<file path="src/rtl/pit_pkg.sv">
package pit_pkg;

    typedef enum logic {
        PRIV_MONITOR = 1'b0,
        PRIV_USER    = 1'b1
    } priv_mode_e;

    typedef struct packed {
        logic accept;
        logic reject;
    } wr_decision_t;

    function automatic wr_decision_t decide_write(input logic valid, input priv_mode_e mode);
        wr_decision_t d;
        d.accept = valid && (mode == PRIV_MONITOR);
        d.reject = valid && (mode == PRIV_USER);
        return d;
    endfunction

    function automatic int unsigned ticks_div(input int unsigned clk_hz, input int unsigned tick_hz);
        int unsigned q;
        q = (tick_hz == 0) ? 1 : clk_hz / tick_hz;
        return (q == 0) ? 1 : q;
    endfunction

endpackage

</file>
<file path="src/rtl/pit_prescaler.sv">
module pit_prescaler #(
    parameter int unsigned DIV = 4
) (
    input  logic clk,
    input  logic rst,
    input  logic restart,
    output logic tick
);
    generate
        if (DIV <= 1) begin : g_pass
            assign tick = 1'b1;
        end else begin : g_div
            localparam int unsigned PW = $clog2(DIV);
            localparam logic [PW-1:0] LAST = PW'(DIV - 1);
            logic [PW-1:0] phase;

            always_ff @(posedge clk) begin
                if (rst || restart) begin
                    phase <= '0;
                end else if (phase == LAST) begin
                    phase <= '0;
                end else begin
                    phase <= phase + 1'b1;
                end
            end

            assign tick = (phase == LAST);

            AST_TICK_SPACED: assert property (@(posedge clk) disable iff (rst)
                tick |=> !tick);
            AST_RESTART_PHASE: assert property (@(posedge clk) disable iff (rst)
                restart |=> !tick);
        end
    endgenerate
endmodule

</file>
<file path="src/rtl/pit_priv_gate.sv">
module pit_priv_gate
    import pit_pkg::*;
(
    input  logic       clk,
    input  logic       rst,
    input  logic       wr_valid,
    input  priv_mode_e wr_mode,
    output logic       accept,
    output logic       fault
);
    wr_decision_t dec;

    always_comb dec = decide_write(wr_valid, wr_mode);
    assign accept = dec.accept;

    always_ff @(posedge clk) begin
        if (rst) fault <= 1'b0;
        else     fault <= dec.reject;
    end

    AST_USER_FAULTS: assert property (@(posedge clk) disable iff (rst)
        (wr_valid && wr_mode == PRIV_USER) |=> fault);
    AST_FAULT_ONLY_USER: assert property (@(posedge clk) disable iff (rst)
        !(wr_valid && wr_mode == PRIV_USER) |=> !fault);
    AST_NO_BOTH: assert property (@(posedge clk) disable iff (rst)
        !(accept && dec.reject));
endmodule

</file>
<file path="src/rtl/pit_count_core.sv">
module pit_count_core #(
    parameter int unsigned W = 16
) (
    input  logic         clk,
    input  logic         rst,
    input  logic         tick,
    input  logic         load_en,
    input  logic [W-1:0] load_val,
    input  logic         ack,
    output logic [W-1:0] remain,
    output logic         irq
);
    localparam logic [W-1:0] ONE = W'(1);

    typedef struct packed {
        logic [W-1:0] remain;
        logic         pending;
    } state_t;

    state_t cur, nxt;
    logic   expire;

    always_comb begin
        nxt    = cur;
        expire = 1'b0;
        if (load_en) begin
            nxt.remain  = load_val;
            nxt.pending = (load_val == '0);
        end else begin
            if (tick && cur.remain != '0) nxt.remain = cur.remain - ONE;
            expire = tick && (cur.remain == ONE);
            if (expire)   nxt.pending = 1'b1;
            else if (ack) nxt.pending = 1'b0;
        end
    end

    always_ff @(posedge clk) begin
        if (rst) cur <= '0;
        else     cur <= nxt;
    end

    assign remain = cur.remain;
    assign irq    = cur.pending;

    AST_DEC_BY_ONE: assert property (@(posedge clk) disable iff (rst)
        (tick && !load_en && remain != '0) |=> remain == $past(remain) - ONE);
    AST_ZERO_HOLDS: assert property (@(posedge clk) disable iff (rst)
        (!load_en && remain == '0) |=> remain == '0);
    AST_EXPIRE_IRQ: assert property (@(posedge clk) disable iff (rst)
        (tick && !load_en && remain == ONE) |=> irq);
    AST_HOLD_IRQ: assert property (@(posedge clk) disable iff (rst)
        (irq && !load_en && !ack) |=> irq);
    AST_ACK_CLEARS: assert property (@(posedge clk) disable iff (rst)
        (ack && !load_en && !(tick && remain == ONE)) |=> !irq);
    AST_LOAD_ZERO: assert property (@(posedge clk) disable iff (rst)
        (load_en && load_val == '0) |=> irq);
    AST_LOAD_CLEARS: assert property (@(posedge clk) disable iff (rst)
        (load_en && load_val != '0) |=> (!irq && remain == $past(load_val)));
endmodule

</file>
<file path="src/rtl/priv_interval_timer.sv">
module priv_interval_timer
    import pit_pkg::*;
#(
    parameter int unsigned CNT_W        = 16,
    parameter int unsigned CLK_HZ       = 100_000_000,
    parameter int unsigned TICK_HZ      = 50,
    parameter int unsigned PRESCALE_DIV = ticks_div(CLK_HZ, TICK_HZ)
) (
    input  logic             clk,
    input  logic             rst,
    input  logic             ld_valid,
    input  logic             ld_mode,
    input  logic [CNT_W-1:0] ld_value,
    input  logic             irq_ack,
    output logic             irq,
    output logic             fault
);
    priv_mode_e       mode;
    logic             accept;
    logic             tick;
    logic [CNT_W-1:0] remain;

    assign mode = priv_mode_e'(ld_mode);

    pit_priv_gate u_gate (
        .clk      (clk),
        .rst      (rst),
        .wr_valid (ld_valid),
        .wr_mode  (mode),
        .accept   (accept),
        .fault    (fault)
    );

    pit_prescaler #(.DIV(PRESCALE_DIV)) u_pre (
        .clk     (clk),
        .rst     (rst),
        .restart (accept),
        .tick    (tick)
    );

    pit_count_core #(.W(CNT_W)) u_core (
        .clk      (clk),
        .rst      (rst),
        .tick     (tick),
        .load_en  (accept),
        .load_val (ld_value),
        .ack      (irq_ack),
        .remain   (remain),
        .irq      (irq)
    );

    AST_USER_KEEPS_COUNT: assert property (@(posedge clk) disable iff (rst)
        (ld_valid && ld_mode && !tick) |=> $stable(remain));
    AST_MONITOR_LOADS: assert property (@(posedge clk) disable iff (rst)
        (ld_valid && !ld_mode) |=> remain == $past(ld_value));
endmodule

</file>
<file path="config.mk">
export PLATFORM = sky130hd
export DESIGN_NAME = priv_interval_timer
export DESIGN_NICKNAME = d
export VERILOG_FILES = /design/src/rtl/pit_pkg.sv /design/src/rtl/pit_prescaler.sv /design/src/rtl/pit_priv_gate.sv /design/src/rtl/pit_count_core.sv /design/src/rtl/priv_interval_timer.sv
export SDC_FILE = /design/constraint.sdc
export NUM_CORES = 1
export LEC_CHECK = 0
export ABC_AREA = 0
export ABC_CLOCK_PERIOD_IN_PS = 2120
export BUFFER_PORTS_ARGS = -buffer_cell sky130_fd_sc_hd__buf_2
export CAP_MARGIN = 10
export CORE_MARGIN = 4
export CORE_UTILIZATION = 27
export CTS_CLUSTER_DIAMETER = 80
export DETAILED_ROUTE_END_ITERATION = 12
export HOLD_SLACK_MARGIN = 0.02
export PLACE_DENSITY = 0.55
export SYNTH_ARGS = -nofsm -noshare
export SYNTH_HDL_FRONTEND = slang
export SYNTH_SLANG_ARGS = --single-unit
export TNS_END_PERCENT = 50
</file>
<file path="constraint.sdc">
create_clock -name clk -period 2.12 [get_ports clk]
set_clock_uncertainty 0.15 [all_clocks]
set_input_delay 0.318 -clock clk [delete_from_list [all_inputs] [get_ports clk]]
set_output_delay 0.318 -clock clk [all_outputs]
set_load 0.02 [all_outputs]
</file>
==> qor.txt <==
Initial core utilization: 28.2%
N_diodes: 0
Crit path DAT: 2.39 ns
Largest net degree at the start of global routing: 32
Die Y: 98.5 um
Status: complete, but fails checks
Fin. Hold Viols: 0
I/O Buffers: 22
RSZ-0062 raised after global routing: true
Routed wire length: 6.44 mm
Setup CP Type: flop to flop
Cts hold-fix bufs: 0
Crit-path max FO: 6
Fin crit share: 110%
Worst rel slew slack: 71.8%
Crit start category: flop
Asr flop ratio synth: 0%
Slew Limit Fails: 0
Yosys reg bits: 39
Crit. End Element: flop
Synth Flop Type: dfxtp_1
Non-filler cells, final: 446
Row count: 32
Vias/cell: 5.06
Synth Net Count: 279
CTS tree: done
First drt pass iteration count: 4
Cell Area, Synth: 2210 um^2
Hold Crit Class: input port to flop
Remaining Overflow, GRT: 0
Most common cell after layout, fill and taps aside: buf_4
DRT iter0 DRCs: 131
Post-DP HPWL: 4.28 mm
Clock sinks: 39
Commonest cells after routing, fill and taps aside: 59 x buf_4, 42 x nor2_1, 36 x dfxtp_1
Sequential fraction of the synthesis area: 35.3%
Req. time, crit path: 2.18 ns
Placed cell count: 421
Vias: 2,258
Min setup slack post-route: -0.216 ns
Clock Tree Root: clkbuf_8
Final total power: 1650 uW
DIE WIDTH: 98.5 um
Share of layout cells above drive strength 1: 41.6%
Area after DPL: 2770 um^2
Final Instance Area: 3230 um^2
Finished Core Util: 41.1%
Max-Cap Viols: 0
Filler instances: 811
Average wire per standard cell: 14.4 um
Clock Latency Late Sink: 0.29 ns
Htree depth: 2
Tot GR Track Use: 13.2%
Lkg Pwr: 0.00124 uW
Area growth from synthesis to layout: 45.9%
I/O pins: 23
YS warnings: 0
Core region area: 7850 um^2
Mapped Avg Cell Area: 8.67 um^2
Fmax: 428 MHz
Synth cell types: 48
First-pass GRT wire length: 10.6 mm
Failing checks: negative setup slack
Hold slack: 0.103 ns
Initial antenna violation count: 0
Worst slew pin tran: 0.422 ns
Final setup vio count: 19
Die area: 9710 um^2
Pwr per Cell Area: 511 nW/um^2
Num CTS Buffers: 5
# DRC: 0
Syn Inst Count: 255
Number of global-route vias before repair: 2,237
Reg clk slew, reported paths: 0.08 ns
Worst vdd rail ir drop: 0.000279 V
Clock buffer depth: 2
Final min period: 2.34 ns
Post-DRT Antenna Nets: 0
Routability congestion estimate: 0.789
Layout net count: 367
Post-synth EDFFs: 0
worst paths after layout:
kind | from | to | slack [ns] | depth (start not counted)
max | u_pre.g_div.phase[12] | u_core.remain[4] | -0.22 | 7
min | ld_valid | u_gate.fault | 0.10 | 3
max reg2reg | u_pre.g_div.phase[12] | u_core.remain[4] | -0.22 | 7
min reg2reg | u_pre.g_div.phase[0] | u_pre.g_div.phase[0] | 0.36 | 2
stage by stage:
step	TNS, ns	setup WS, ns
after floorplan	-0.957	-0.0948
after global placement	-2.21	-0.233
after detailed placement	-3.94	-0.278
after CTS	-2.05	-0.200
after global routing	-5.37	-0.315
final	-2.48	-0.216
worst max-delay path, stage by stage (launching register included):
cell      delay, ns
dfxtp_2        0.33
or4_4          0.53
nor4_4         0.17
buf_4          0.16
nand4_4        0.12
buf_6          0.16
or3_4          0.37
a311oi_2       0.25
per-layer routing:
layer,GRT usage [%],vias up,wire (um)
met5,0,-,0
met4,4.52,0,112
met3,2.19,9,281
met2,21.0,57,3030
met1,18.2,1061,3010
li1,-,1131,-
cell families (layout without fill, tap and decap cells):
group	Yosys count	after routing	synth area share, %
fa+ha+maj	3	3	1.70
compound gates	33	33	11.7
xor+xnor	19	19	7.52
flops	39	39	35.3
buf+inv	18	107	6.62
simple gates	143	143	37.2
flip-flops by register name (all words and copies together), names as in the netlist:
name / cells
u_pre.g_div.phase: 21
u_core.remain: 16
u_core.irq: 1
u_gate.fault: 1
repair_timing:
item,in CTS,in global routing
gates cloned,5,1
endpoints found under the setup margin,36,37
pin swaps,12,8
resized for setup,33,15
buffers inserted,11,2
cell type report:
| cell class | count | area [um^2] | area share [%] |
|---|---|---|---|
| clock buffers | 5 | 68.8 | 2.13 |
| clock inverters | 3 | 15.0 | 0.465 |
| inverters | 6 | 22.5 | 0.698 |
| multi-input cells | 198 | 1470 | 45.4 |
| flip-flops and latches | 39 | 785 | 24.3 |
| well taps | 102 | 128 | 3.96 |
| repair buffers | 93 | 743 | 23.0 |
where the power goes:
group	internal, uW	switching [uW]	leakage, uW	total [uW]
Clock	226	274	0.0000477	499
Sequential	757	16.3	0.000319	774
Combinational	190	186	0.000871	376
cell usage after synthesis, types with 2 or more instances:
cell type	number	area [um^2]
or3_2	2	15.0
a311oi_1	15	131
dfxtp_1	39	781
clkbuf_8	5	68.8
or4_1	11	82.6
nand4b_1	2	17.5
xnor2_1	12	105
ha_1	3	37.5
clkbuf_1	3	11.3
o21ai_0	5	25.0
nand2_1	14	52.6
nor4_1	6	37.5
nor4_2	2	25.0
or4_4	2	22.5
nor3_1	9	45.0
or2_2	3	18.8
nand3b_1	2	15.0
inv_1	6	22.5
nand3_1	10	50.1
nor2_1	45	169
nor2b_1	2	12.5
and3_1	5	31.3
or3_1	6	37.5
nand4_1	6	37.5
o31ai_1	8	60.1
nand2b_1	3	18.8
or4b_1	2	20.0
xor2_1	7	61.3
No activity file was read; power rests on OpenSTA's default activity.
